## src/rtl/et_pkg.sv

```systemverilog
package et_pkg;

    typedef enum logic [1:0] {
        SRC_NONE = 2'b00,
        SRC_ZERO = 2'b01,
        SRC_PRD  = 2'b10,
        SRC_BOTH = 2'b11
    } src_e;

    typedef enum logic [1:0] {
        CH_OFF  = 2'd0,
        CH_WAIT = 2'd1,
        CH_FIRE = 2'd2
    } ch_state_e;

    typedef enum logic {
        FLG_CLEAR = 1'b0,
        FLG_PEND  = 1'b1
    } flg_state_e;

endpackage

```

## src/rtl/et_event_sel.sv

```systemverilog
module et_event_sel
    import et_pkg::*;
(
    input  logic       zero_stb,
    input  logic       prd_stb,
    input  logic [1:0] sel,
    output logic       hit
);

    always_comb begin
        unique case (src_e'(sel))
            SRC_NONE: hit = 1'b0;
            SRC_ZERO: hit = zero_stb;
            SRC_PRD:  hit = prd_stb;
            SRC_BOTH: hit = zero_stb | prd_stb;
            default:  hit = 1'b0;
        endcase
    end

endmodule

```

## src/rtl/et_channel.sv

```systemverilog
module et_channel
    import et_pkg::*;
#(
    parameter int CNT_W = 2
) (
    input  logic             clk,
    input  logic             rst_n,
    input  logic             en,
    input  logic [1:0]       sel,
    input  logic [CNT_W-1:0] div,
    input  logic             zero_stb,
    input  logic             prd_stb,
    output logic             pulse,
    output logic [CNT_W-1:0] cnt
);

    localparam logic [CNT_W-1:0] CNT_MAX = {CNT_W{1'b1}};

    ch_state_e        state_q, state_d;
    logic [CNT_W-1:0] cnt_q, cnt_d;
    logic [1:0]       sel_q;
    logic [CNT_W-1:0] div_q;
    logic             hit;
    logic             cfg_chg;
    logic             term;
    logic [CNT_W:0]   cnt_plus;

    et_event_sel u_sel (
        .zero_stb (zero_stb),
        .prd_stb  (prd_stb),
        .sel      (sel),
        .hit      (hit)
    );

    assign cfg_chg  = (sel != sel_q) || (div != div_q);
    assign cnt_plus = {1'b0, cnt_q} + {{CNT_W{1'b0}}, 1'b1};
    assign term     = en && !cfg_chg && hit && (div != '0) &&
                      (cnt_plus == {1'b0, div});

    // state register
    always_ff @(posedge clk) begin
        if (!rst_n) begin
            state_q <= CH_OFF;
            cnt_q   <= '0;
            sel_q   <= '0;
            div_q   <= '0;
        end else begin
            state_q <= state_d;
            cnt_q   <= cnt_d;
            sel_q   <= sel;
            div_q   <= div;
        end
    end

    // next state and count
    always_comb begin
        state_d = state_q;
        unique case (state_q)
            CH_OFF: begin
                if (!en)       state_d = CH_OFF;
                else if (term) state_d = CH_FIRE;
                else           state_d = CH_WAIT;
            end
            CH_WAIT: begin
                if (!en)       state_d = CH_OFF;
                else if (term) state_d = CH_FIRE;
                else           state_d = CH_WAIT;
            end
            CH_FIRE: begin
                if (!en)       state_d = CH_OFF;
                else if (term) state_d = CH_FIRE;
                else           state_d = CH_WAIT;
            end
            default: state_d = CH_OFF;
        endcase

        if (!en || cfg_chg || term) cnt_d = '0;
        else if (hit)              cnt_d = (cnt_q == CNT_MAX) ? cnt_q : cnt_plus[CNT_W-1:0];
        else                       cnt_d = cnt_q;
    end

    // outputs
    always_comb begin
        pulse = (state_q == CH_FIRE);
        cnt   = cnt_q;
    end

endmodule

```

## src/rtl/et_irq_flag.sv

```systemverilog
module et_irq_flag
    import et_pkg::*;
(
    input  logic clk,
    input  logic rst_n,
    input  logic set,
    input  logic clr,
    output logic flag
);

    flg_state_e state_q, state_d;

    always_ff @(posedge clk) begin
        if (!rst_n) state_q <= FLG_CLEAR;
        else        state_q <= state_d;
    end

    always_comb begin
        state_d = state_q;
        unique case (state_q)
            FLG_CLEAR: state_d = set ? FLG_PEND : FLG_CLEAR;
            FLG_PEND:  state_d = (clr && !set) ? FLG_CLEAR : FLG_PEND;
            default:   state_d = FLG_CLEAR;
        endcase
    end

    always_comb begin
        flag = (state_q == FLG_PEND);
    end

endmodule

```

## src/rtl/et_trigger_unit.sv

```systemverilog
module et_trigger_unit
    import et_pkg::*;
#(
    parameter int CNT_W = 2
) (
    input  logic             clk,
    input  logic             rst_n,
    input  logic             zero_stb,
    input  logic             prd_stb,
    input  logic             a_en,
    input  logic [1:0]       a_sel,
    input  logic [CNT_W-1:0] a_div,
    input  logic             b_en,
    input  logic [1:0]       b_sel,
    input  logic [CNT_W-1:0] b_div,
    input  logic             i_en,
    input  logic [1:0]       i_sel,
    input  logic [CNT_W-1:0] i_div,
    input  logic             irq_clr,
    output logic             soc_a,
    output logic             soc_b,
    output logic             irq,
    output logic [CNT_W-1:0] a_cnt,
    output logic [CNT_W-1:0] b_cnt,
    output logic [CNT_W-1:0] i_cnt
);

    localparam int NCH   = 3;
    localparam int CH_IR = NCH - 1;

    logic [NCH-1:0]   en_v;
    logic [NCH-1:0]   pulse_v;
    logic [1:0]       sel_v [NCH];
    logic [CNT_W-1:0] div_v [NCH];
    logic [CNT_W-1:0] cnt_v [NCH];

    assign en_v     = {i_en, b_en, a_en};
    assign sel_v[0] = a_sel;
    assign sel_v[1] = b_sel;
    assign sel_v[2] = i_sel;
    assign div_v[0] = a_div;
    assign div_v[1] = b_div;
    assign div_v[2] = i_div;

    generate
        for (genvar g = 0; g < NCH; g++) begin : g_ch
            et_channel #(.CNT_W(CNT_W)) u_ch (
                .clk      (clk),
                .rst_n    (rst_n),
                .en       (en_v[g]),
                .sel      (sel_v[g]),
                .div      (div_v[g]),
                .zero_stb (zero_stb),
                .prd_stb  (prd_stb),
                .pulse    (pulse_v[g]),
                .cnt      (cnt_v[g])
            );
        end
    endgenerate

    et_irq_flag u_flag (
        .clk   (clk),
        .rst_n (rst_n),
        .set   (pulse_v[CH_IR]),
        .clr   (irq_clr),
        .flag  (irq)
    );

    assign soc_a = pulse_v[0];
    assign soc_b = pulse_v[1];
    assign a_cnt = cnt_v[0];
    assign b_cnt = cnt_v[1];
    assign i_cnt = cnt_v[2];

endmodule

```

## config.mk

```make
export PLATFORM = sky130hd
export DESIGN_NAME = et_trigger_unit
export DESIGN_NICKNAME = d
export VERILOG_FILES = /design/src/rtl/et_pkg.sv /design/src/rtl/et_event_sel.sv /design/src/rtl/et_channel.sv /design/src/rtl/et_irq_flag.sv /design/src/rtl/et_trigger_unit.sv
export SDC_FILE = /design/constraint.sdc
export NUM_CORES = 1
export LEC_CHECK = 0
export CORE_ASPECT_RATIO = 0.75
export CORE_MARGIN = 5
export CORE_UTILIZATION = 45
export DETAILED_ROUTE_END_ITERATION = 12
export DONT_BUFFER_PORTS = 1
export GPL_TIMING_DRIVEN = 0
export PLACE_DENSITY = 0.59
export SETUP_SLACK_MARGIN = 0.4
export SLEW_MARGIN = 20
export SYNTH_ARGS = -nofsm -noshare
export SYNTH_HDL_FRONTEND = slang
export SYNTH_SLANG_ARGS = --single-unit
export TNS_END_PERCENT = 1
```

## constraint.sdc

```tcl
create_clock -name clk -period 3.1 [get_ports clk]
set_input_delay 0.31 -clock clk [delete_from_list [all_inputs] [get_ports clk]]
set_output_delay 0.31 -clock clk [all_outputs]
set_load 0.03 [all_outputs]
```

==> results of run 1 <==
-- per-layer routing --
metal,part of all wire,track usage
met3,0.082,0.0647
met2,0.44,0.210
met1,0.47,0.152
met4,0.0074,0.0297
met5,0,0
-- power by group through the flow --
stage | Combinational, mW | Sequential (mW) | Clock (mW)
after floorplan | 0.0449 | 0.344 | 0
after global placement | 0.0509 | 0.344 | 0
after detailed placement | 0.0523 | 0.345 | 0
after CTS | 0.0525 | 0.338 | 0.150
after global routing | 0.0587 | 0.339 | 0.168
final | 0.0518 | 0.337 | 0.144
-- layout by cell type, fill, tap and decap left out --
cell,n
a2111oi_4,1
a21oi_1,3
a21oi_2,2
a22oi_1,3
a31o_1,2
a31oi_1,1
and2_1,12
and2_2,1
clkbuf_1,3
clkbuf_4,3
dfxtp_1,25
ha_1,3
inv_2,1
mux2i_1,1
nand2_1,10
nand2b_1,5
nand3_1,9
nand4_1,2
nand4b_1,1
nor2_1,5
nor2_2,1
nor2b_1,5
nor4_1,3
nor4b_1,2
o21ai_2,1
or2_1,2
or3_1,2
xnor2_1,3
xor2_1,12
-- cell families after synthesis --
| group | after synthesis |
|---|---|
| XOR/XNOR | 15 |
| flip-flops | 25 |
| multiplexers | 1 |
| adder cells (fa/ha/maj) | 3 |
| buffers and inverters | 3 |
| AO/OA/AOI/OAI | 13 |
| AND/OR/NAND/NOR | 60 |
-- worst max-delay path, stage by stage (launching register included) --
cell and delay, ns:
dfxtp_1 0.64, ha_1 0.35, nor4b_1 0.34, a31o_1 0.18
nand4_1 0.12, nor2b_1 0.17
-- state kept, by name, indices dropped and copies added (netlist names) --
register           count
g_ch.u_ch.div_q        6
u_flag.flag            1
g_ch.u_ch.cnt          6
g_ch.u_ch.state_q      6
g_ch.u_ch.sel_q        6
-- layout make-up --
cell class                 instances  area (µm²)
fill                             246        1150
multi-input combinational         92         629
sequential                        25         500
tap                               34        42.5
clock buffer                       4        26.3
buffer                             2        7.51
inverter                           1        3.75
-- cells in the mapped netlist, drive strengths merged --
cell type,n
ha,3
xnor2,3
nor4,3
a31o,2
xor2,12
or2,2
mux2i,1
or3,2
and2,13
nand4,2
a22oi,3
nand3,9
nor2b,5
nor2,6
a31oi,1
clkbuf,2
dfxtp,25
nor4b,2
a21oi,5
a2111oi,1
o21ai,1
nand2,10
nand4b,1
inv,1
nand2b,5
-- path summary, 6_finish.rpt --
check	end	cells past startpoint	slack, ns	start
hold reg to reg	u_flag.flag$_SDFF_PN0_	2	0.48	g_ch[2].u_ch.state_q[1]$_SDFF_PN0_
hold / removal	g_ch[1].u_ch.sel_q[1]$_SDFF_PN0_	1	0.10	b_sel[1]
setup reg to reg	g_ch[2].u_ch.state_q[0]$_SDFF_PN0_	5	1.23	g_ch[2].u_ch.cnt[0]$_SDFFE_PP0P_
setup / recovery	g_ch[2].u_ch.state_q[0]$_SDFF_PN0_	5	1.23	g_ch[2].u_ch.cnt[0]$_SDFFE_PP0P_
-- stage by stage --
stage	power [mW]	setup WS [ns]	hold WS, ns
floorplan	0.389	1.42	0.432
global placement	0.395	1.31	0.433
detailed placement	0.397	1.27	0.435
CTS	0.540	1.23	0.0897
global route	0.566	1.09	0.0736
finish	0.534	1.23	0.101
==> results.ini, run 1 <==
[outcome]
outcome = complete, no violations

[worst_setup_path]
path_max_fanout = 6
cp.arrival_ns = 2.10
critPathLaunchType = flop
worstPathRequired_ns = 3.33
crit_type = flop to flop
crit_path_end_kind = flop

[timing]
rsz0062_at_grt = no
max_freq_ghz = 0.534
max-slew-margin-rel = 0.608
fin_crit_sh = 0.604
worst-slew-pin-transition_ns = 0.587
finalCriticalPeriod_ns = 1.87
fin_tns_setup_ns = 0
setup_viol = 0
finalMaxSlewViolations = 0
fin_skew_ns = 0.0105
final_hold_viol_count = 0

[finish]
final_layout_size_suffix_gt1_frac = 0.0806
nNetsFinal = 148
final_core_util = 0.512
stdcell_count = 158
antenna_cells = 0
postLayoutCellArea_um2 = 1210
area_growth_pct = 6.03

[power_and_ir_drop]
power.density_nw_per_um2 = 441
p_seq_frac = 0.632
clkPwrFrac = 0.271
p_switching_uw = 126
power_frac_comb = 0.097
switching_share = 0.236
p_leak_nw = 0.463
ir_drop_mv = 0.336
intPower_uw = 408

[clock_network]
cts_tree = done
ctsRootBufferMaster = clkbuf_4
cts_max_path_buffers = 2
cts_hold_buf = 0
cts_num_sinks = 25
htreeDepth = 1
clk_pin_slew_ns = 0.14
postCtsSetupBuffers = 0
cts_resized = 0
worstSkewPairLatency_ns = 0.32
cts_buffers = 3

[min_path]
hp-class = primary input to flop

[run]
cap_violations = 0

[global_route]
grt_overflow = 0
grt_usage = 0.129
antenna_found_initial = 0
grt_max_degree = 14
grt_first_pass_wirelength_um = 3460
grt_pass1_vias = 799

[placed_design]
place.gp.congestion = 0.837
placed_cells = 154
dp_hpwl_um = 1640
io_buffers = 0
postPlaceCellArea_um2 = 1180

[floorplanning]
die_width_um = 68.1
die_h_um = 53.6
die-area_um2 = 3650
coreArea_um2 = 2360
rows = 15
ios = 29
start_util = 0.483

[logic_synthesis]
ys_seq_area_frac = 0.439
synthTopCellsByArea = dfxtp_1 44%, xor2_1 9.2%, and2_1 6.6%
synth_top_family_by_area = simple AND/OR/NAND/NOR gates
synth_top_cell_by_area = dfxtp_1
syn_avg_cell_area_um2 = 9.51
syn-num-nets = 143
synth_top_area_frac = 0.439
ys_seq_elements = 25
ys_types = 28
synthMuxAreaShare = 0.00877
synth_compound_area_frac = 0.101
synth_fa_ha_area_frac = 0.0329
synthSimpleGateAreaFrac = 0.294
yosys_warnings = 0
synth_area_um2 = 1140
synthCells = 120
synth_xor_area_frac = 0.115

[routing]
via_count = 800
ant_nets = 0
via_per_inst = 5.06
route.final.wire_length_um = 2040
firstDrtPassIters = 4
wl_per_cell_um = 12.9
drt-initial-drc-count = 16
drc = 0

(Power assumes the default switching activity.)
==> inputs of run 2 (changes only) <==
Clock period 3.1 ns to 1.95 ns, I/O delays scaled along.
==> run 2 against run 1 <==
Flip-flop and latch count unchanged. Die area stayed put. Sequential share of layout area shrank 4.8 points. Wire length increased by 9.5%. Register-to-register slack lost 0.81 ns. Via count is 7.9% higher. Global-route usage up 1.6 points. Count of clock-buffer cells in the layout down 1.
==> results.ini, run 2 (synthesis gave the netlist of run 1 again) <==
[outcome]
outcome = complete, no violations

[timing]
max-slew-margin-rel = 0.611
rsz0062_at_grt = yes
fin_skew_ns = 0.00749
final_hold_viol_count = 0
finalCriticalPeriod_ns = 1.53
worst-slew-pin-transition_ns = 0.582
setup_viol = 0
fin_crit_sh = 0.784
finalMaxSlewViolations = 0
max_freq_ghz = 0.654
fin_tns_setup_ns = 0

[finish]
postLayoutCellArea_um2 = 1430
antenna_cells = 0
fill_cells = 215
area_growth_pct = 25.3
nNetsFinal = 161
final_layout_size_suffix_gt1_frac = 0.168
final_cell_mix = 19 x dfxtp_1, 13 x dlygate4sd3_1, 12 x and2_1
final_common_cell = dfxtp_1
stdcell_count = 171

[worst_setup_path]
cp.arrival_ns = 1.79
crit_slowest_cell = dfxtp_4
worstPathRequired_ns = 2.21
crit_type = flop to flop
r2r_start = g_ch[0].u_ch.cnt[0]$_SDFFE_PP0P_
r2r_cells = 5
path_buf_inv = 0
r2r_end = g_ch[0].u_ch.cnt[0]$_SDFFE_PP0P_
worstPathCellList = ha_4, nor4b_4, a31o_1, or3_1, a21oi_2
cp_top_family = flip-flops
crit_path_end_kind = flop
cpPeakStageDelay_ns = 0.43
path_max_fanout = 6
critPathLaunchType = flop
worst-r2r-setup-slack_ns = 0.42

[floorplanning]
die_h_um = 53.6
die_width_um = 68.1
rows = 15
die-area_um2 = 3650
start_util = 0.483
coreArea_um2 = 2360
ios = 29

[placed_design]
postPlaceCellArea_um2 = 1190
place.gp.congestion = 0.707
dp_hpwl_um = 1610
placed_cells = 154
io_buffers = 0

[min_path]
min_path_cells = 2
min_to = g_ch[0].u_ch.cnt[0]$_SDFFE_PP0P_
hp-class = primary input to flop
min-delay-start = a_en

[global_route]
grt_overflow = 0
grt_max_degree = 15
grt_pass1_vias = 826
grt_usage = 0.145
antenna_found_initial = 0
grt_first_pass_wirelength_um = 3800

[routing]
wl_per_cell_um = 13.0
ant_nets = 0
via_count = 863
drc = 0
via_per_inst = 5.05
route.final.wire_length_um = 2230
firstDrtPassIters = 4
drt-initial-drc-count = 35

[clock_network]
cts_buffers = 3
worstSkewPairLatency_ns = 0.32
cts_tree = done
cts_num_sinks = 25
cts_max_path_buffers = 2
htreeDepth = 1
postCtsSetupBuffers = 0
clk_pin_slew_ns = 0.13
ctsRootBufferMaster = clkbuf_4

[power_and_ir_drop]
ir_drop_mv = 0.386
power.density_nw_per_um2 = 601
p_leak_nw = 0.525
finalPower_uw = 859

[run]
cap_violations = 0

-- run 2: cell count changes in the layout (fill, tap and decap cells not counted), sizes merged --
cell | previous run | this run
clkbuf | 6 | 5
clkinv | 0 | 1
dlygate4sd3 | 0 | 13
-- run 2: cell type report --
class                      instances  area, µm²  area share
inverter                           1       3.75     0.00262
buffer                             2       7.51     0.00525
clock inverter                     1       5.00     0.00350
multi-input combinational         92        696       0.486
clock buffer                       3       22.5      0.0157
sequential                        25        523       0.366
tap                               34       42.5      0.0297
timing repair buffer              13        130      0.0910
-- run 2: repair_timing --
action / CTS / global route
hold endpoints to repair: 13 / 1
setup endpoints to repair: 9 / 7
pin swaps: 1 / 5
hold buffers: 12 / 1
gates resized for setup: 10 / 5
-- run 2: worst reg2reg max path, stage by stage, from the launching register on --
cell and delay, ns:
dfxtp_4 0.43, ha_4 0.31, nor4b_4 0.04, a31o_1 0.21
or3_1 0.36, a21oi_2 0.12
-- run 2: metrics by stage --
stage	setup WS (ns)	hold WS, ns	utilization
after floorplan	0.360	0.317	-
after global placement	0.250	0.318	0.503
after detailed placement	0.241	0.320	0.503
after CTS	0.383	0.00198	0.586
after global routing	0.363	0.000379	0.605
final	0.421	0.0240	0.605
-- run 2: per-layer routing --
metal / GRT usage / part of all wire / wire (µm) / vias up
li1: - / - / - / 447
met1: 0.173 / 0.46 / 1030 / 391
met2: 0.224 / 0.45 / 999 / 21
met3: 0.0710 / 0.077 / 172 / 4
met4: 0.0594 / 0.014 / 32 / 0
met5: 0 / 0 / 0 / -
-- run 2: worst max path at each step --
stage | startpoint | to | slack [ns] | cells after the start
floorplan | g_ch[0].u_ch.cnt[1]$_SDFFE_PP0P_ | g_ch[0].u_ch.state_q[0]$_SDFF_PN0_ | 0.36 | 5
global placement | g_ch[2].u_ch.cnt[1]$_SDFFE_PP0P_ | g_ch[2].u_ch.state_q[0]$_SDFF_PN0_ | 0.25 | 5
detailed placement | g_ch[0].u_ch.cnt[1]$_SDFFE_PP0P_ | g_ch[0].u_ch.state_q[0]$_SDFF_PN0_ | 0.24 | 5
CTS | g_ch[1].u_ch.cnt[0]$_SDFFE_PP0P_ | g_ch[1].u_ch.cnt[1]$_SDFFE_PP0P_ | 0.38 | 5
global route | g_ch[2].u_ch.cnt[0]$_SDFFE_PP0P_ | g_ch[2].u_ch.state_q[0]$_SDFF_PN0_ | 0.36 | 5
finish | g_ch[0].u_ch.cnt[0]$_SDFFE_PP0P_ | g_ch[0].u_ch.cnt[0]$_SDFFE_PP0P_ | 0.42 | 5
-- run 2: report_power, final --
part           switching [mW]  total, mW  internal, mW
Combinational          0.0469      0.107        0.0602
Sequential            0.00853      0.528         0.520
Clock                   0.147      0.224        0.0768
Total                   0.202      0.859         0.657
